### config.mk
export PLATFORM = sky130hd
export DESIGN_NAME = sdram_cmd_monitor
export DESIGN_NICKNAME = d
export VERILOG_FILES = /design/src/rtl/sdram_mon_pkg.sv /design/src/rtl/sdram_cmd_decode.sv /design/src/rtl/sdram_bank_table.sv /design/src/rtl/sdram_dqm_pipe.sv /design/src/rtl/sdram_cmd_monitor.sv
export SDC_FILE = /design/constraint.sdc
export NUM_CORES = 1
export LEC_CHECK = 0
export BUFFER_PORTS_ARGS = -buffer_cell sky130_fd_sc_hd__buf_2
export CAP_MARGIN = 20
export CELL_PAD_IN_SITES_DETAIL_PLACEMENT = 0
export CELL_PAD_IN_SITES_GLOBAL_PLACEMENT = 2
export CORE_MARGIN = 2
export CORE_UTILIZATION = 33
export CTS_BUF_LIST = sky130_fd_sc_hd__clkbuf_4 sky130_fd_sc_hd__clkbuf_8
export DETAILED_ROUTE_END_ITERATION = 10
export GPL_ROUTABILITY_DRIVEN = 0
export PLACE_DENSITY_LB_ADDON = 0.12
export SLEW_MARGIN = 20
export SYNTH_ARGS = -nofsm -noshare
export SYNTH_HDL_FRONTEND = slang
export SYNTH_SLANG_ARGS = --single-unit
export TNS_END_PERCENT = 50
### constraint.sdc
create_clock -name clk -period 2.1 [get_ports clk]
set_clock_uncertainty 0.05 [all_clocks]
set_input_delay 0.21 -clock clk [delete_from_list [all_inputs] [get_ports clk]]
set_output_delay 0.21 -clock clk [all_outputs]
set_load 0.01 [all_outputs]
### src/rtl/sdram_mon_pkg.sv
package sdram_mon_pkg;

   typedef enum logic [3:0] {
      CMD_INHIBIT = 4'd0,
      CMD_NOP     = 4'd1,
      CMD_ACTIVE  = 4'd2,
      CMD_READ    = 4'd3,
      CMD_WRITE   = 4'd4,
      CMD_BTERM   = 4'd5,
      CMD_PRECH   = 4'd6,
      CMD_AREF    = 4'd7,
      CMD_SREF    = 4'd8,
      CMD_LMR     = 4'd9
   } cmd_e;

endpackage

### src/rtl/sdram_cmd_decode.sv
module sdram_cmd_decode
   import sdram_mon_pkg::*;
#(
   parameter int BA_W   = 2,
   parameter int ROW_W  = 12,
   parameter int COL_W  = 8,
   parameter int AP_BIT = 10
) (
   input  logic             cke_i,
   input  logic             cs_n_i,
   input  logic             ras_n_i,
   input  logic             cas_n_i,
   input  logic             we_n_i,
   input  logic [BA_W-1:0]  ba_i,
   input  logic [ROW_W-1:0] addr_i,
   output cmd_e             cmd_o,
   output logic [BA_W-1:0]  bank_o,
   output logic [ROW_W-1:0] row_o,
   output logic [COL_W-1:0] col_o,
   output logic             auto_pre_o,
   output logic             pre_all_o
);

   logic is_access;
   logic is_single_pre;

   always_comb begin
      if (cs_n_i) begin
         cmd_o = CMD_INHIBIT;
      end else begin
         case ({ras_n_i, cas_n_i, we_n_i})
            3'b111:  cmd_o = CMD_NOP;
            3'b011:  cmd_o = CMD_ACTIVE;
            3'b101:  cmd_o = CMD_READ;
            3'b100:  cmd_o = CMD_WRITE;
            3'b110:  cmd_o = CMD_BTERM;
            3'b010:  cmd_o = CMD_PRECH;
            3'b001:  cmd_o = cke_i ? CMD_AREF : CMD_SREF;
            default: cmd_o = CMD_LMR;
         endcase
      end
   end

   assign is_access     = (cmd_o == CMD_READ) || (cmd_o == CMD_WRITE);
   assign is_single_pre = (cmd_o == CMD_PRECH) && !addr_i[AP_BIT];

   assign bank_o     = (is_access || is_single_pre || cmd_o == CMD_ACTIVE) ? ba_i : '0;
   assign row_o      = (cmd_o == CMD_ACTIVE) ? addr_i : '0;
   assign col_o      = is_access ? addr_i[COL_W-1:0] : '0;
   assign auto_pre_o = is_access && addr_i[AP_BIT];
   assign pre_all_o  = (cmd_o == CMD_PRECH) && addr_i[AP_BIT];

endmodule

### src/rtl/sdram_bank_table.sv
module sdram_bank_table
   import sdram_mon_pkg::*;
#(
   parameter int BA_W      = 2,
   parameter int ROW_W     = 12,
   parameter int BURST_LEN = 4
) (
   input  logic                          clk,
   input  logic                          rst_n,
   input  cmd_e                          cmd_i,
   input  logic [BA_W-1:0]               bank_i,
   input  logic [ROW_W-1:0]              row_i,
   input  logic                          auto_pre_i,
   input  logic                          pre_all_i,
   output logic [(1<<BA_W)-1:0]          open_o,
   output logic [(1<<BA_W)*ROW_W-1:0]    rows_o,
   output logic                          err_o
);

   localparam int NBANK = 1 << BA_W;
   localparam int CNT_W = $clog2(BURST_LEN + 1);
   localparam logic [CNT_W-1:0] CNT_LOAD = CNT_W'(BURST_LEN);

   logic is_access;
   logic is_refresh;
   logic err_d;
   logic err_q;

   assign is_access  = (cmd_i == CMD_READ) || (cmd_i == CMD_WRITE);
   assign is_refresh = (cmd_i == CMD_AREF) || (cmd_i == CMD_SREF);

   for (genvar b = 0; b < NBANK; b++) begin : g_bank
      logic             open_r;
      logic [ROW_W-1:0] row_r;
      logic [CNT_W-1:0] cnt_r;
      logic             hit;

      assign hit = (bank_i == BA_W'(b));

      always_ff @(posedge clk) begin
         if (!rst_n) begin
            open_r <= 1'b0;
            row_r  <= '0;
            cnt_r  <= '0;
         end else begin
            if (cnt_r != '0) begin
               cnt_r <= cnt_r - 1'b1;
               if (cnt_r == CNT_W'(1)) open_r <= 1'b0;
            end
            case (cmd_i)
               CMD_ACTIVE: begin
                  if (hit && !open_r) begin
                     open_r <= 1'b1;
                     row_r  <= row_i;
                  end
               end
               CMD_READ, CMD_WRITE: begin
                  if (hit && open_r && auto_pre_i) begin
                     cnt_r  <= CNT_LOAD;
                     open_r <= 1'b1;
                  end
               end
               CMD_PRECH: begin
                  if (pre_all_i || hit) begin
                     open_r <= 1'b0;
                     cnt_r  <= '0;
                  end
               end
               default: ;
            endcase
         end
      end

      assign open_o[b] = open_r;
      assign rows_o[b*ROW_W +: ROW_W] = row_r;
   end

   always_comb begin
      err_d = 1'b0;
      if (cmd_i == CMD_ACTIVE && open_o[bank_i]) err_d = 1'b1;
      if (is_access && !open_o[bank_i])          err_d = 1'b1;
      if (is_refresh && (|open_o))               err_d = 1'b1;
   end

   always_ff @(posedge clk) begin
      if (!rst_n) err_q <= 1'b0;
      else        err_q <= err_d;
   end

   assign err_o = err_q;


   act_open_chk: assert property (@(posedge clk) disable iff (!rst_n)
      (cmd_i == CMD_ACTIVE && open_o[bank_i]) |=> (err_o && $stable(rows_o)));


   prech_all_chk: assert property (@(posedge clk) disable iff (!rst_n)
      (cmd_i == CMD_PRECH && pre_all_i) |=> (open_o == '0));


   refresh_err_chk: assert property (@(posedge clk) disable iff (!rst_n)
      (is_refresh && (|open_o)) |=> err_o);


   act_set_chk: assert property (@(posedge clk) disable iff (!rst_n)
      (cmd_i == CMD_ACTIVE && !open_o[bank_i]) |=> open_o[$past(bank_i)]);

endmodule

### src/rtl/sdram_dqm_pipe.sv
module sdram_dqm_pipe #(
   parameter int RD_LAT = 2
) (
   input  logic clk,
   input  logic rst_n,
   input  logic dqm_i,
   output logic wr_en_o,
   output logic rd_oe_o
);

   localparam int SINCE_W = $clog2(RD_LAT + 1);

   assign wr_en_o = !dqm_i;

   if (RD_LAT == 1) begin : g_single
      logic en_q;
      always_ff @(posedge clk) begin
         if (!rst_n) en_q <= 1'b0;
         else        en_q <= !dqm_i;
      end
      assign rd_oe_o = en_q;
   end else begin : g_shift
      logic [RD_LAT-1:0] en_q;
      always_ff @(posedge clk) begin
         if (!rst_n) en_q <= '0;
         else        en_q <= {en_q[RD_LAT-2:0], !dqm_i};
      end
      assign rd_oe_o = en_q[RD_LAT-1];
   end

   logic [SINCE_W-1:0] since_q;
   always_ff @(posedge clk) begin
      if (!rst_n)                          since_q <= '0;
      else if (since_q != SINCE_W'(RD_LAT)) since_q <= since_q + 1'b1;
   end


   rd_lat_chk: assert property (@(posedge clk) disable iff (!rst_n)
      (since_q == SINCE_W'(RD_LAT)) |-> (rd_oe_o == !$past(dqm_i, RD_LAT)));

endmodule

### src/rtl/sdram_cmd_monitor.sv
module sdram_cmd_monitor
   import sdram_mon_pkg::*;
#(
   parameter int BA_W      = 2,
   parameter int ROW_W     = 12,
   parameter int COL_W     = 8,
   parameter int AP_BIT    = 10,
   parameter int BURST_LEN = 4,
   parameter int RD_LAT    = 2
) (
   input  logic                           clk,
   input  logic                           rst_n,
   input  logic                           cke_i,
   input  logic                           cs_n_i,
   input  logic                           ras_n_i,
   input  logic                           cas_n_i,
   input  logic                           we_n_i,
   input  logic                           dqm_i,
   input  logic [BA_W-1:0]                ba_i,
   input  logic [ROW_W-1:0]               addr_i,
   output logic [3:0]                     cmd_o,
   output logic [BA_W-1:0]                bank_o,
   output logic [ROW_W-1:0]               row_o,
   output logic [COL_W-1:0]               col_o,
   output logic                           auto_pre_o,
   output logic                           pre_all_o,
   output logic [(1<<BA_W)-1:0]           bank_open_o,
   output logic [(1<<BA_W)*ROW_W-1:0]     open_rows_o,
   output logic [ROW_W-1:0]               mode_o,
   output logic                           proto_err_o,
   output logic                           wr_en_o,
   output logic                           rd_oe_o
);

   if (BA_W < 1 || COL_W < 1 || COL_W > AP_BIT || AP_BIT >= ROW_W) begin : g_bad_fields
      $error("sdram_cmd_monitor: field widths do not fit the address bus");
   end
   if (BURST_LEN < 1 || RD_LAT < 1 || RD_LAT > 4) begin : g_bad_timing
      $error("sdram_cmd_monitor: BURST_LEN or RD_LAT out of range");
   end

   cmd_e             cmd_d;
   logic [BA_W-1:0]  bank_d;
   logic [ROW_W-1:0] row_d;
   logic [COL_W-1:0] col_d;
   logic             ap_d;
   logic             all_d;

   cmd_e             cmd_q;
   logic [BA_W-1:0]  bank_q;
   logic [ROW_W-1:0] row_q;
   logic [COL_W-1:0] col_q;
   logic             ap_q;
   logic             all_q;
   logic [ROW_W-1:0] mode_q;

   sdram_cmd_decode #(
      .BA_W   (BA_W),
      .ROW_W  (ROW_W),
      .COL_W  (COL_W),
      .AP_BIT (AP_BIT)
   ) dec_i (
      .cke_i      (cke_i),
      .cs_n_i     (cs_n_i),
      .ras_n_i    (ras_n_i),
      .cas_n_i    (cas_n_i),
      .we_n_i     (we_n_i),
      .ba_i       (ba_i),
      .addr_i     (addr_i),
      .cmd_o      (cmd_d),
      .bank_o     (bank_d),
      .row_o      (row_d),
      .col_o      (col_d),
      .auto_pre_o (ap_d),
      .pre_all_o  (all_d)
   );

   sdram_bank_table #(
      .BA_W      (BA_W),
      .ROW_W     (ROW_W),
      .BURST_LEN (BURST_LEN)
   ) banks_i (
      .clk        (clk),
      .rst_n      (rst_n),
      .cmd_i      (cmd_d),
      .bank_i     (bank_d),
      .row_i      (row_d),
      .auto_pre_i (ap_d),
      .pre_all_i  (all_d),
      .open_o     (bank_open_o),
      .rows_o     (open_rows_o),
      .err_o      (proto_err_o)
   );

   sdram_dqm_pipe #(
      .RD_LAT (RD_LAT)
   ) dqm_i_pipe (
      .clk     (clk),
      .rst_n   (rst_n),
      .dqm_i   (dqm_i),
      .wr_en_o (wr_en_o),
      .rd_oe_o (rd_oe_o)
   );

   always_ff @(posedge clk) begin
      if (!rst_n) begin
         cmd_q  <= CMD_INHIBIT;
         bank_q <= '0;
         row_q  <= '0;
         col_q  <= '0;
         ap_q   <= 1'b0;
         all_q  <= 1'b0;
         mode_q <= '0;
      end else begin
         cmd_q  <= cmd_d;
         bank_q <= bank_d;
         row_q  <= row_d;
         col_q  <= col_d;
         ap_q   <= ap_d;
         all_q  <= all_d;
         if (cmd_d == CMD_LMR) mode_q <= addr_i;
      end
   end

   assign cmd_o      = cmd_q;
   assign bank_o     = bank_q;
   assign row_o      = row_q;
   assign col_o      = col_q;
   assign auto_pre_o = ap_q;
   assign pre_all_o  = all_q;
   assign mode_o     = mode_q;


   cs_inhibit_chk: assert property (@(posedge clk) disable iff (!rst_n)
      cs_n_i |=> (cmd_o == 4'd0 && bank_o == '0 && row_o == '0 && col_o == '0
                  && !auto_pre_o && !pre_all_o));


   lmr_capture_chk: assert property (@(posedge clk) disable iff (!rst_n)
      (!cs_n_i && !ras_n_i && !cas_n_i && !we_n_i) |=> (mode_o == $past(addr_i)));

endmodule

Yosys cells after proc, flatten, opt, wreduce, memory -nomap -nowiden

Cells that the tools add are included.

Bits in registers: 107
Bits of input ports: 22
Output and inout bits: 95
Logic and storage cells: 142

Add/sub/neg operators: 4
Magnitude comparators: 1
Equal/unequal tests: 21
Mux-type cells: 50
Reduce and logical (&&, ||, !) cells: 45

Operators with widths:

| kind                  | number |
|---|---|
| $mux W3               | 12 |
| $pmux W4 S7           | 1 |
| $mux W1               | 24 |
| $pmux W3 S2           | 4 |
| $logic_and A1 B1 Y1   | 18 |
| $eq A3 B1 Y1 const B  | 5 |
| $eq A3 B3 Y1 const B  | 4 |
| $eq A4 B3 Y1 const B  | 3 |
| $mux W12              | 1 |
| $pmux W1 S3           | 4 |
| $reduce_bool A3 Y1    | 4 |
| $sub A3 B1 Y3 const B | 4 |
| $reduce_and A2 Y1     | 5 |
| $eq A4 B2 Y1 const B  | 2 |
| $eq A4 B4 Y1 const B  | 2 |
| $logic_or A1 B1 Y1    | 8 |
| $mux W4               | 2 |
| $logic_not A1 Y1      | 7 |
| $eq A3 B2 Y1 const B  | 2 |
| $eq A2 B2 Y1 const B  | 2 |
| $reduce_or A4 Y1      | 1 |
| $lt A2 B3 Y1 const B  | 1 |
| $bmux W1 S2           | 1 |
| $eq A2 B1 Y1 const B  | 1 |
| 3 further kinds       | 3 |

Logic depth before layout (Yosys ltp)

Gate-level depths: netlist of the first run.

Word-level depth: 14
Gate-level depth with buffers: 8
Mapped depth without buffers: 6

Modules after synthesis

Synthesis of the first run repeated with hierarchy kept, for this count alone.

Cells, all modules: 481
Area, all modules: 4621.9 um2

Modules (own cells, without submodules):

| module            | instances | cells an instance | area each (um2) | sequential area each (um2) |
|---|---|---|---|---|
| sdram_bank_table  | 1         | 317               | 3010.4          | 1301.2 |
| sdram_cmd_monitor | 1         | 112               | 1249.9          | 800.8 |
| sdram_cmd_decode  | 1         | 47                | 302.8           | 0.0 |
| sdram_dqm_pipe    | 1         | 5                 | 58.8            | 40.0 |

Least setup slack after synthesis of the first run

OpenSTA, ideal clock, no wires.

Kind: in2reg
Start point: in ras_n_i
End point: reg banks_i.g_bank[1].row_r[10]
Setup time: 0.116 ns
Arrival time: 1.483 ns
Data required time: 1.934 ns
Slack: 0.451 ns
Cell stages on the path: 8
Cells stage by stage: buf_6 and4bb_1 buf_4 or3b_1 buf_2 buf_6 mux2i_1 nor2b_1

Word-level cells in the longest chain between the ends: 11

Ends and longest elaborated chain:

| what                                                             | RTL line                                       | text |
|---|---|---|
| start, declared                                                  | sdram_cmd_monitor.sv:15                        | `input logic ras_n_i,` |
| $eq A3 B1 Y1, or another cell as far along                       | sdram_cmd_decode.sv:31                         | `case ({ras_n_i, cas_n_i, we_n_i})` |
| $pmux W4 S7 *                                                    | sdram_cmd_decode.sv:31                         |  |
| $mux W4 *                                                        | sdram_cmd_decode.sv:28                         | `if (cs_n_i) begin` |
| $eq A4 B2 Y1, or another cell as far along                       | sdram_cmd_decode.sv:44                         | `assign is_access = (cmd_o == CMD_READ) \|\| (cmd_o == CMD_WRITE);` |
| $logic_or A1 B1 Y1 / $logic_and A1 B1 Y1 (equally long branches) | sdram_cmd_decode.sv:44, sdram_cmd_decode.sv:45 |  |
| $logic_or A1 B1 Y1 (2 in series)                                 | sdram_cmd_decode.sv:47                         | `assign bank_o = (is_access \|\| is_single_pre \|\| cmd_o == CMD_ACTIVE) ? ba_i : '0;` |
| $mux W2                                                          | sdram_cmd_decode.sv:47                         |  |
| $eq A2 B1 Y1                                                     | sdram_bank_table.sv:38                         | `assign hit = (bank_i == BA_W'(b));` |
| $logic_and A1 B1 Y1                                              | sdram_bank_table.sv:52                         | `if (hit && !open_r) begin` |
| $reduce_and A2 Y1 (no line)                                      | --                                             |  |
| end signal, assigned                                             | sdram_bank_table.sv:54                         | `row_r <= row_i;` |
| end, declared                                                    | sdram_bank_table.sv:34                         | `logic [ROW_W-1:0] row_r;` |

Every way passes the cells marked *; elsewhere a longest branch is shown, timed or not.
A chain may end at the register's enable or synchronous reset.

Worst setup path in the final report of the first run

Start point: reg banks_i.g_bank[0].open_r
End point: reg banks_i.g_bank[0].row_r[9]

Word-level cells in the longest chain between the ends: 3

Ends and longest elaborated chain:

| what                        | RTL line               | text |
|---|---|---|
| start, declared             | sdram_bank_table.sv:33 | `logic open_r;` |
| start signal, assigned      | sdram_bank_table.sv:42 | `open_r <= 1'b0;` |
| start signal, assigned      | sdram_bank_table.sv:48 | `if (cnt_r == CNT_W'(1)) open_r <= 1'b0;` |
| start signal, assigned      | sdram_bank_table.sv:53 | `open_r <= 1'b1;` |
| $logic_not A1 Y1            | sdram_bank_table.sv:52 |  |
| $logic_and A1 B1 Y1         | sdram_bank_table.sv:52 |  |
| $reduce_and A2 Y1 (no line) | --                     |  |
| end signal, assigned        | sdram_bank_table.sv:54 |  |
| end, declared               | sdram_bank_table.sv:34 |  |

Every way passes these cells.

==> results of run 1 <==
## cells in the final DEF (no fill, tap or decap), types with 8 or more instances in the layout
cell	Yosys	layout
sky130_fd_sc_hd__inv_1	15	15
sky130_fd_sc_hd__nor2b_1	44	44
sky130_fd_sc_hd__buf_2	3	116
sky130_fd_sc_hd__a21boi_0	12	12
sky130_fd_sc_hd__nand2_1	61	61
sky130_fd_sc_hd__buf_4	7	17
sky130_fd_sc_hd__dfxtp_1	107	107
sky130_fd_sc_hd__o21ai_0	8	8
sky130_fd_sc_hd__nor2_1	17	17
sky130_fd_sc_hd__a21oi_1	22	21
sky130_fd_sc_hd__clkbuf_8	0	9
sky130_fd_sc_hd__mux2i_1	52	52
sky130_fd_sc_hd__ha_1	12	12
sky130_fd_sc_hd__and3_1	21	21
## per-stage QoR
stage / utilization, % / area, µm²
2_1_floorplan: - / 4521
3_3_place_gp: 40.05 / 5325
6_report: 41.45 / 5512
4_1_cts: 41.45 / 5512
5_1_grt: 41.45 / 5512
3_5_place_dp: 40.05 / 5325
## critical path: stages (launching register included)
cell	delay, ps
sky130_fd_sc_hd__dfxtp_1	430
sky130_fd_sc_hd__nand2b_1	200
sky130_fd_sc_hd__a21oi_2	660
sky130_fd_sc_hd__mux2i_1	270
## state kept, by name, indices dropped and copies added, names as in the netlist
signal / count
auto_pre_o: 1
dqm_i_pipe.g_shift.en_q: 2
mode_o: 12
col_o: 8
cmd_o: 4
row_o: 12
banks_i.err_o: 1
banks_i.g_bank.cnt_r: 12
bank_o: 2
pre_all_o: 1
banks_i.g_bank.row_r: 48
banks_i.g_bank.open_r: 4
## metal layers
layer  GRT usage (%)  vias to the layer above
met3           5.874                       14
met2           25.98                       85
met4           4.288                        0
met5               0                        -
li1                -                     1833
met1           22.71                     1664
## final cells by class
class                           count  area, µm²
Clock buffer                       11      138.9
Tap cell                          176      220.2
Inverter                           15      56.30
Clock inverter                      5      37.54
Fill cell                        1313       7784
Multi-Input combinational cell    319       2158
Sequential cell                   107       2142
Timing Repair Buffer              136      758.2
## report_power, final
group / total (mW) / switching, mW / internal (mW)
Sequential: 2.22 / 0.0706 / 2.15
Clock: 1.19 / 0.723 / 0.463
Combinational: 0.872 / 0.477 / 0.395
Total: 4.28 / 1.27 / 3.01
## worst min path at each step
stage                     cells past startpoint                                    end  slack (ps)
final                                         3                 mode_o[5]$_SDFFE_PN0N_          90
after detailed placement                      2  dqm_i_pipe.g_shift.en_q[0]$_SDFF_PN0_         340
after global routing                          3                 mode_o[9]$_SDFFE_PN0N_          90
after CTS                                     3                 mode_o[5]$_SDFFE_PN0N_          80
after global placement                        2  dqm_i_pipe.g_shift.en_q[0]$_SDFF_PN0_         340
after floorplan                               1  dqm_i_pipe.g_shift.en_q[0]$_SDFF_PN0_         230
## kinds of logic after synthesis
logic type / count (synthesis)
buf+inv: 49
fa+ha+maj: 12
flops: 107
mux: 55
xor+xnor: 4
simple gates: 182
compound gates: 66
## what timing repair did
item | in CTS | in global routing
buffers inserted | 0 | 0
hold buffers | 1 | 0
resized for setup | 0 | 0
endpoints found under the hold margin | 1 | 0
==> PnR_summary.wiki, run 1 <==
{| class="wikitable"
! Metric !! Value
|-
| Status || completed
|-
| Routed len/inst || 15.84 µm
|-
| Worst R2R End || banks_i.g_bank[0].row_r[9]$_SDFFE_PN0P_
|-
| Number of synthesized register bits || 107
|-
| Via-to-Cell Ratio || 4.676
|-
| Overall power of the completed layout || 4.277 mW
|-
| Setup slack of the critical path after layout || 406.3 ps
|-
| Worst Setup End Kind || register
|-
| Number of nets in the layout || 622
|-
| Layout area overhead || 21.92%
|-
| Worst flop-to-flop path startpoint || banks_i.g_bank[0].open_r$_SDFF_PN0_
|-
| Critical Path Sink || banks_i.g_bank[0].row_r[9]$_SDFFE_PN0P_
|-
| Clock tree root buffer cell || sky130_fd_sc_hd__clkbuf_8
|-
| Floorplan Core Area || 13300 µm²
|-
| Worst IR Drop VDD || 0.3186 mV
|-
| WP data required || 2360 ps
|-
| Max Cap Viol || 0
|-
| Post-synthesis share of cell area spent on xor and xnor gates || 0.7750%
|-
| Async set-or-reset flop fraction in the synthesized netlist || 0%
|-
| Die Height || 121.0 µm
|-
| Number of placed I/O pins || 117
|-
| Sequential-to-total area share from yosys stat || 47.38%
|-
| Synthesized area divided by synthesized cell count || 9.517 µm²
|-
| Vias in the first global route || 3466
|-
| Fraction of synthesized area in multiplexers || 12.51%
|-
| Post-layout instance count excluding filler cells || 769
|-
| Post-synthesis adder-cell area fraction || 3.321%
|-
| Antenna-violating nets left || 0
|-
| Largest cells by area after synthesis || sky130_fd_sc_hd__dfxtp_1, sky130_fd_sc_hd__mux2i_1, sky130_fd_sc_hd__nor2b_1
|-
| Final period demand of the worst path || 1694 ps
|-
| Post-synth cell types || 50
|-
| Synth top area share || 47.38%
|-
| Synthesis Warnings || 0
|-
| Accumulated negative setup slack || 0 ps
|-
| Depth of the worst register-to-register path || 3
|-
| Signal arrival time at the worst endpoint || 1960 ps
|-
| RSZ-0062 raised after global routing || false
|-
| Fraction of layout instances using a drive strength above 1 || 27.66%
|-
| Endpoints failing setup || 0
|-
| Fraction of the mapped netlist area in compound gates || 9.466%
|-
| Pin count of the biggest net entering global routing || 70
|-
| DRC violations left || 0
|-
| Hpwl dp || 8.665 mm
|-
| Count of input and output buffers || 116
|-
| Number of antenna violations at the first check in global routing || 0
|-
| Count of placed standard cells including taps || 752
|-
| Commonest register cell after synthesis || sky130_fd_sc_hd__dfxtp_1
|-
| Power density over the cells || 776.0 nW/µm²
|-
| Routed met2 length || 5.439 mm
|-
| Critical Path Start || banks_i.g_bank[0].open_r$_SDFF_PN0_
|-
| Synthesized-area fraction occupied by and/or/nand/nor cells || 21.45%
|-
| Type of the worst setup path || reg -> reg
|-
| Area enclosed by the die boundary || 14650 µm²
|-
| Number of sinks driven by the clock tree || 107
|-
| DP Worst Slack || 137.3 ps
|-
| Post-synthesis instance area || 4521 µm²
|-
| Hold slack || 92.53 ps
|-
| Total nets after synthesis || 509
|-
| Global-route wire length before repair || 18.82 mm
|-
| Final period util || 80.65%
|-
| Pleak || 2.585 nW
|-
| Initial Util || 34.00%
|-
| Most area-hungry cell type in the Yosys netlist || sky130_fd_sc_hd__dfxtp_1
|-
| Iteration count of the initial detailed-routing pass || 4
|-
| CTS tree || built
|-
| Antenna Diode Count || 0
|-
| Cells after synthesis || 475
|-
| Post-detailed-routing wire length || 12.18 mm
|-
| Pin slew with the least headroom to its limit || 902.6 ps
|-
| Number of hold-slack violations in the final timing report || 0
|-
| Number of DRC markers in iteration 0 || 163
|-
| Path category of the worst min-delay check || in -> reg
|-
| Setup crit start kind || register
|-
| Commonest cells in the netlist || sky130_fd_sc_hd__dfxtp_1, sky130_fd_sc_hd__nand2_1, sky130_fd_sc_hd__mux2i_1
|-
| Library cell with the highest instance count after synthesis || sky130_fd_sc_hd__dfxtp_1
|-
| Final max-slew violation count || 0
|-
| Origin of the worst min-delay path || addr_i[5]
|-
| Number of enable flip-flop cells after synthesis || 0
|-
| Flop-to-flop setup slack || 410 ps
|-
| Clock latency on the worst-skew pair || 380 ps
|-
| Max Buffers Root-to-Sink || 2
|-
| Largest family of logic cells by synthesized area || simple AND/OR/NAND/NOR gates
|-
| Total clock buffers created by CTS || 9
|-
| WL met1 || 5.766 mm
|-
| Number of core rows || 42
|-
| Floorplan die width || 121.0 µm
|-
| Clock slew at reported path FFs || 100 ps
|-
| Upper clock frequency limit || 590.4 MHz
|-
| Total number of vias || 3596
|-
| Global-route usage over all layers || 16.93%
|-
| Crit path max fanout || 12
|-
| Top Metal Used || met4
|-
| Relative max-transition margin || 39.83%
|-
| H-Tree Depth || 3
|-
| GR Overflow Total || 0
|-
| Amount of wire on met3 after detailed routing || 826 µm
|}
(Power assumes the default switching activity.)
==> run 2: changes to the inputs <==
- clock period: 2.1 -> 1.6 ns (I/O delays scaled with it)
==> run 2 against run 1 <==
Worst setup slack worse by 260 ps; combinational power up 36%; power up 34%; utilization up 1.6 points; count of clock-buffer cells in the layout down 1; non-clock buffer count up 21; critical path depth up 1; critical endpoint is now banks_i.g_bank[1].cnt_r[1]$_SDFF_PN0_; largest power group unchanged.
==> PnR_summary.wiki, run 2 (synthesized netlist as in run 1, its figures left out) <==
{| class="wikitable"
! Metric !! Value
|-
| Status || completed
|-
| CTS tree || built
|-
| Floorplan Core Area || 13300 µm²
|-
| Area enclosed by the die boundary || 14650 µm²
|-
| Worst flop-to-flop path startpoint || banks_i.g_bank[1].open_r$_SDFF_PN0_
|-
| Global-route usage over all layers || 17.08%
|-
| GR Overflow Total || 0
|-
| Most common library cell in the layout ignoring fill and taps || sky130_fd_sc_hd__buf_2
|-
| Count of input and output buffers || 116
|-
| Initial Util || 34.00%
|-
| Origin of the worst min-delay path || addr_i[5]
|-
| Depth of the worst register-to-register path || 4
|-
| Upper clock frequency limit || 686.3 MHz
|-
| Global-route wire length before repair || 18.99 mm
|-
| Iteration count of the initial detailed-routing pass || 4
|-
| WP data required || 1820 ps
|-
| Hold slack || 41.69 ps
|-
| Final Core Density || 43.04%
|-
| Number of placed I/O pins || 117
|-
| Final max-slew violation count || 0
|-
| Pleak || 2.720 nW
|-
| H-Tree Depth || 3
|-
| Highest-count cells in the layout ignoring fill and taps || sky130_fd_sc_hd__buf_2, sky130_fd_sc_hd__dfxtp_1, sky130_fd_sc_hd__nand2_1
|-
| Max Cap Viol || 0
|-
| Crit path max fanout || 6
|-
| Final period demand of the worst path || 1457 ps
|-
| Total number of vias || 3674
|-
| Number of DRC markers in iteration 0 || 196
|-
| Number of core rows || 42
|-
| Antenna Diode Count || 0
|-
| Clock slew at reported path FFs || 100 ps
|-
| Pin slew with the least headroom to its limit || 595.0 ps
|-
| Overall power of the completed layout || 5.745 mW
|-
| Hold path endpoint || banks_i.g_bank[0].row_r[5]$_SDFFE_PN0P_
|-
| Final period util || 91.07%
|-
| Setup repair bufs after CTS || 0
|-
| Hpwl dp || 8.816 mm
|-
| Path category of the worst min-delay check || in -> reg
|-
| Post-detailed-routing wire length || 12.19 mm
|-
| Worst IR Drop VDD || 0.4272 mV
|-
| Relative max-transition margin || 59.83%
|-
| Power density over the cells || 1004 nW/µm²
|-
| Pin count of the biggest net entering global routing || 38
|-
| Register with the highest flop count || banks_i.g_bank.row_r
|-
| Clock latency on the worst-skew pair || 380 ps
|-
| Number of fill cells || 1325
|-
| Die Height || 121.0 µm
|-
| Max Buffers Root-to-Sink || 2
|-
| RSZ-0062 raised after global routing || false
|-
| Number of flip-flops under the largest register name || 48
|-
| Setup crit start kind || register
|-
| Number of instances on the worst hold path || 3
|-
| Worst Setup End Kind || register
|-
| Flop-to-flop setup slack || 140 ps
|-
| Worst R2R End || banks_i.g_bank[1].cnt_r[1]$_SDFF_PN0_
|-
| DRC violations left || 0
|-
| Vias in the first global route || 3454
|-
| Number of sinks driven by the clock tree || 107
|-
| Layout area overhead || 26.57%
|-
| Number of nets in the layout || 643
|-
| Floorplan die width || 121.0 µm
|-
| Via-to-Cell Ratio || 4.651
|-
| Routed len/inst || 15.43 µm
|-
| Fraction of layout instances using a drive strength above 1 || 30.13%
|-
| Number of antenna violations at the first check in global routing || 0
|-
| Endpoints failing setup || 0
|-
| Total clock buffers created by CTS || 9
|-
| Type of the worst setup path || reg -> reg
|-
| Number of hold-slack violations in the final timing report || 0
|-
| Antenna-violating nets left || 0
|-
| Clock tree root buffer cell || sky130_fd_sc_hd__clkbuf_8
|-
| Signal arrival time at the worst endpoint || 1670 ps
|}
[run 2: cell types whose count changed in the layout (fill, tap and decap cells not counted)]
cell,before,now
sky130_fd_sc_hd__o311ai_0,2,1
sky130_fd_sc_hd__clkbuf_8,9,10
sky130_fd_sc_hd__o311ai_1,1,2
sky130_fd_sc_hd__clkbuf_4,2,0
sky130_fd_sc_hd__buf_12,2,5
sky130_fd_sc_hd__buf_4,17,35
sky130_fd_sc_hd__inv_8,0,2
sky130_fd_sc_hd__inv_6,1,2
sky130_fd_sc_hd__clkinvlp_4,2,0
[run 2: final cells by class]
type	count	area [µm²]	area share (%)
timing repair buffer	157	953.4	16.66
clock buffer	10	137.6	2.405
clock inverter	6	53.80	0.9403
multi-input combinational	319	2158	37.72
inverter	15	56.30	0.9840
sequential	107	2142	37.44
tap	176	220.2	3.849
[run 2: metal layers]
layer,track usage [%],up-vias,share of wire [%]
li1,-,1881,-
met1,24.14,1687,48
met2,25.11,95,44
met3,3.900,11,6.0
met4,6.686,0,1.6
met5,0,-,0
[run 2: worst max path at each step]
stage / endpoint / slack [ps] / depth (start not counted) / start
CTS: banks_i.g_bank[1].cnt_r[1]$_SDFF_PN0_ / 160 / 4 / banks_i.g_bank[1].open_r$_SDFF_PN0_
global placement: banks_i.g_bank[1].cnt_r[1]$_SDFF_PN0_ / -120 / 6 / ras_n_i
global route: banks_i.err_o$_SDFF_PN0_ / 50 / 4 / banks_i.g_bank[3].open_r$_SDFF_PN0_
detailed placement: banks_i.g_bank[1].cnt_r[1]$_SDFF_PN0_ / -130 / 6 / ras_n_i
floorplan: banks_i.g_bank[1].row_r[10]$_SDFFE_PN0P_ / 1 / 8 / ras_n_i
finish: banks_i.g_bank[1].cnt_r[1]$_SDFF_PN0_ / 140 / 4 / banks_i.g_bank[1].open_r$_SDFF_PN0_
[run 2: timing repair]
action / CTS / global route
gates resized for setup: 0 / 1
setup endpoints to repair: 0 / 1
endpoints found under the hold margin: 1 / 0
hold buffers: 1 / 0
[run 2: worst max-delay path, stage by stage (launching register included)]
cell                       delay [ps]
sky130_fd_sc_hd__dfxtp_1          470
sky130_fd_sc_hd__buf_4            180
sky130_fd_sc_hd__a21oi_1           70
sky130_fd_sc_hd__o311ai_1         440
sky130_fd_sc_hd__a21oi_1          130
[run 2: through the flow]
step           instances  setup WS [ps]  cell area (µm²)  TNS [ps]
4_1_cts              790          156.5             5722         0
5_1_grt              790          50.62             5722         0
3_5_place_dp         773         -134.2             5520    -578.2
6_report             790          143.0             5722         0
2_1_floorplan        475         0.9638             4521         0
3_3_place_gp         773         -120.0             5520    -439.9
[run 2: power breakdown]
part / switching, mW / leakage [nW] / internal (mW)
combinational: 0.637 / 1.75 / 0.549
sequential: 0.0887 / 0.868 / 2.82
clock: 1.01 / 0.101 / 0.643
==> run 3: changes to the inputs <==
- CORE_MARGIN: 2 -> 1
==> run 3 against run 2 <==
Fmax is 1.5% higher; register-to-register slack better by 60 ps; largest power group unchanged; hold slack worse by 4.6 ps; largest cell class unchanged.
==> PnR_summary.wiki, run 3 (synthesized netlist as in run 1, its figures left out) <==
{| class="wikitable"
! Metric !! Value
|-
| DP Worst Slack || -94.70 ps
|-
| Initial Util || 34.00%
|-
| Final period util || 89.68%
|-
| Die Height || 119.0 µm
|-
| Clock slew at reported path FFs || 100 ps
|-
| Post-layout instance count excluding filler cells || 794
|-
| Combinational fraction of design power || 20.4%
|-
| Floorplan Core Area || 13300 µm²
|-
| WP data required || 1870 ps
|-
| Area enclosed by the die boundary || 14170 µm²
|-
| Layout area overhead || 27.57%
|-
| Iteration count of the initial detailed-routing pass || 4
|-
| Layout Cell Area excl Fill || 5767 µm²
|-
| Internal || 4.121 mW
|-
| Antenna-violating nets left || 0
|-
| Sequential share of power || 49.9%
|-
| Number of sinks driven by the clock tree || 107
|-
| Crit path max fanout || 61
|-
| H-Tree Depth || 3
|-
| Endpoints failing setup || 0
|-
| Clock network power share || 29.7%
|-
| Flop-to-flop setup slack || 200 ps
|-
| Status || completed
|-
| Number of placed I/O pins || 117
|-
| Via-to-Cell Ratio || 4.681
|-
| Max Cap Viol || 0
|-
| Hpwl dp || 9.063 mm
|-
| Psw || 1.712 mW
|-
| Floorplan die width || 119.0 µm
|-
| Pleak || 2.738 nW
|-
| Highest-count cells in the layout ignoring fill and taps || sky130_fd_sc_hd__buf_2, sky130_fd_sc_hd__dfxtp_1, sky130_fd_sc_hd__nand2_1
|-
| Clock latency on the worst-skew pair || 380 ps
|-
| Number of nets in the layout || 647
|-
| Path category of the worst min-delay check || in -> reg
|-
| Setup slack of the critical path after layout || 165.2 ps
|-
| Global-route wire length before repair || 19.49 mm
|-
| Most common library cell in the layout ignoring fill and taps || sky130_fd_sc_hd__buf_2
|-
| Setup crit start kind || input pin
|-
| Number of DRC markers in iteration 0 || 177
|-
| Final max-slew violation count || 0
|-
| Total number of vias || 3717
|-
| Share of total power consumed by net switching || 29.35%
|-
| DRC violations left || 0
|-
| Worst IR Drop VDD || 0.4870 mV
|-
| Register with the highest flop count || banks_i.g_bank.row_r
|-
| Pin count of the biggest net entering global routing || 62
|-
| Relative max-transition margin || 65.54%
|-
| Total clock buffers created by CTS || 9
|-
| Post-DP Area || 5543 µm²
|-
| Fraction of layout instances using a drive strength above 1 || 30.42%
|-
| Antenna Diode Count || 0
|-
| Clock tree root buffer cell || sky130_fd_sc_hd__clkbuf_8
|-
| Number of flip-flops under the largest register name || 48
|-
| Number of hold-slack violations in the final timing report || 0
|-
| Final period demand of the worst path || 1435 ps
|-
| Count of input and output buffers || 116
|-
| RSZ-0062 raised after global routing || false
|-
| Max Buffers Root-to-Sink || 2
|-
| Signal arrival time at the worst endpoint || 1710 ps
|-
| Worst Setup End Kind || register
|-
| Number of core rows || 42
|-
| Global-route usage over all layers || 17.94%
|-
| Routed len/inst || 15.58 µm
|-
| Power density over the cells || 1011 nW/µm²
|-
| Type of the worst setup path || in -> reg
|-
| Count of placed standard cells including taps || 776
|-
| Number of antenna violations at the first check in global routing || 0
|-
| GR Overflow Total || 0
|-
| Post-detailed-routing wire length || 12.37 mm
|-
| Upper clock frequency limit || 696.9 MHz
|-
| Pin slew with the least headroom to its limit || 510.4 ps
|-
| CTS tree || built
|-
| Vias in the first global route || 3479
|}
-- run 3: cell types whose count changed in the layout (fill, tap and decap cells not counted), sizes merged --
cell         change
buf              +3
bufinv           +1
clkbuf           -1
clkinv           -1
clkinvlp         +1
dlygate4sd3      +1
-- run 3: critical path, cell delays in order --
cell and delay (ps):
sky130_fd_sc_hd__dlygate4sd3_1 520, sky130_fd_sc_hd__buf_2 160, sky130_fd_sc_hd__buf_4 210, sky130_fd_sc_hd__buf_12 240, sky130_fd_sc_hd__nand3_1 100, sky130_fd_sc_hd__a21oi_1 180
sky130_fd_sc_hd__a31o_2 130
-- run 3: power by group through the flow --
| stage | Combinational (mW) | Sequential (mW) | Clock, mW |
|---|---|---|---|
| floorplan | 0.839 | 2.97 | 0 |
| global placement | 1.17 | 2.97 | 0 |
| detailed placement | 1.19 | 2.97 | 0 |
| CTS | 1.21 | 2.91 | 1.79 |
| global route | 1.34 | 2.93 | 1.91 |
| finish | 1.19 | 2.91 | 1.73 |
-- run 3: routing by layer --
| metal | global-route usage [%] | vias up | share of wire, % |
|---|---|---|---|
| li1 | - | 1892 | - |
| met1 | 25.04 | 1724 | 50 |
| met2 | 26.96 | 88 | 44 |
| met3 | 3.927 | 13 | 5.3 |
| met4 | 6.408 | 0 | 1.5 |
| met5 | 0 | - | 0 |
-- run 3: metrics by stage --
stage	hold slack, ps	util [%]	TNS [ps]	power, mW
after global placement	288.1	41.69	-239.9	4.136
after global routing	39.32	43.37	0	6.188
after floorplan	181.6	-	0	3.808
after CTS	24.50	43.37	0	5.913
after detailed placement	290.5	41.69	-632.0	4.165
final	37.10	43.37	0	5.833
-- run 3: timing repair --
item,4_1_cts,5_1_grt
hold buffers,2,0
hold endpoints to repair,3,0
buffers inserted,0,0
resized for setup,0,1
endpoints found under the setup margin,0,1
-- run 3: cell type report --
class | instances | area [µm²]
Clock buffer | 9 | 123.9
Clock inverter | 7 | 80.08
Fill cell | 1328 | 7528
Inverter | 15 | 56.30
Multi-Input combinational cell | 319 | 2158
Sequential cell | 107 | 2142
Tap cell | 176 | 220.2
Timing Repair Buffer | 161 | 985.9
-- run 3: worst paths after layout --
| check | startpoint | to | depth (start not counted) |
|---|---|---|---|
| min reg2reg | dqm_i_pipe.g_shift.en_q[0]$_SDFF_PN0_ | dqm_i_pipe.g_shift.en_q[1]$_SDFF_PN0_ | 1 |
| max reg2reg | banks_i.g_bank[1].open_r$_SDFF_PN0_ | banks_i.err_o$_SDFF_PN0_ | 5 |
| max | rst_n | banks_i.g_bank[0].cnt_r[2]$_SDFF_PN0_ | 7 |
| min | addr_i[5] | banks_i.g_bank[0].row_r[5]$_SDFFE_PN0P_ | 3 |
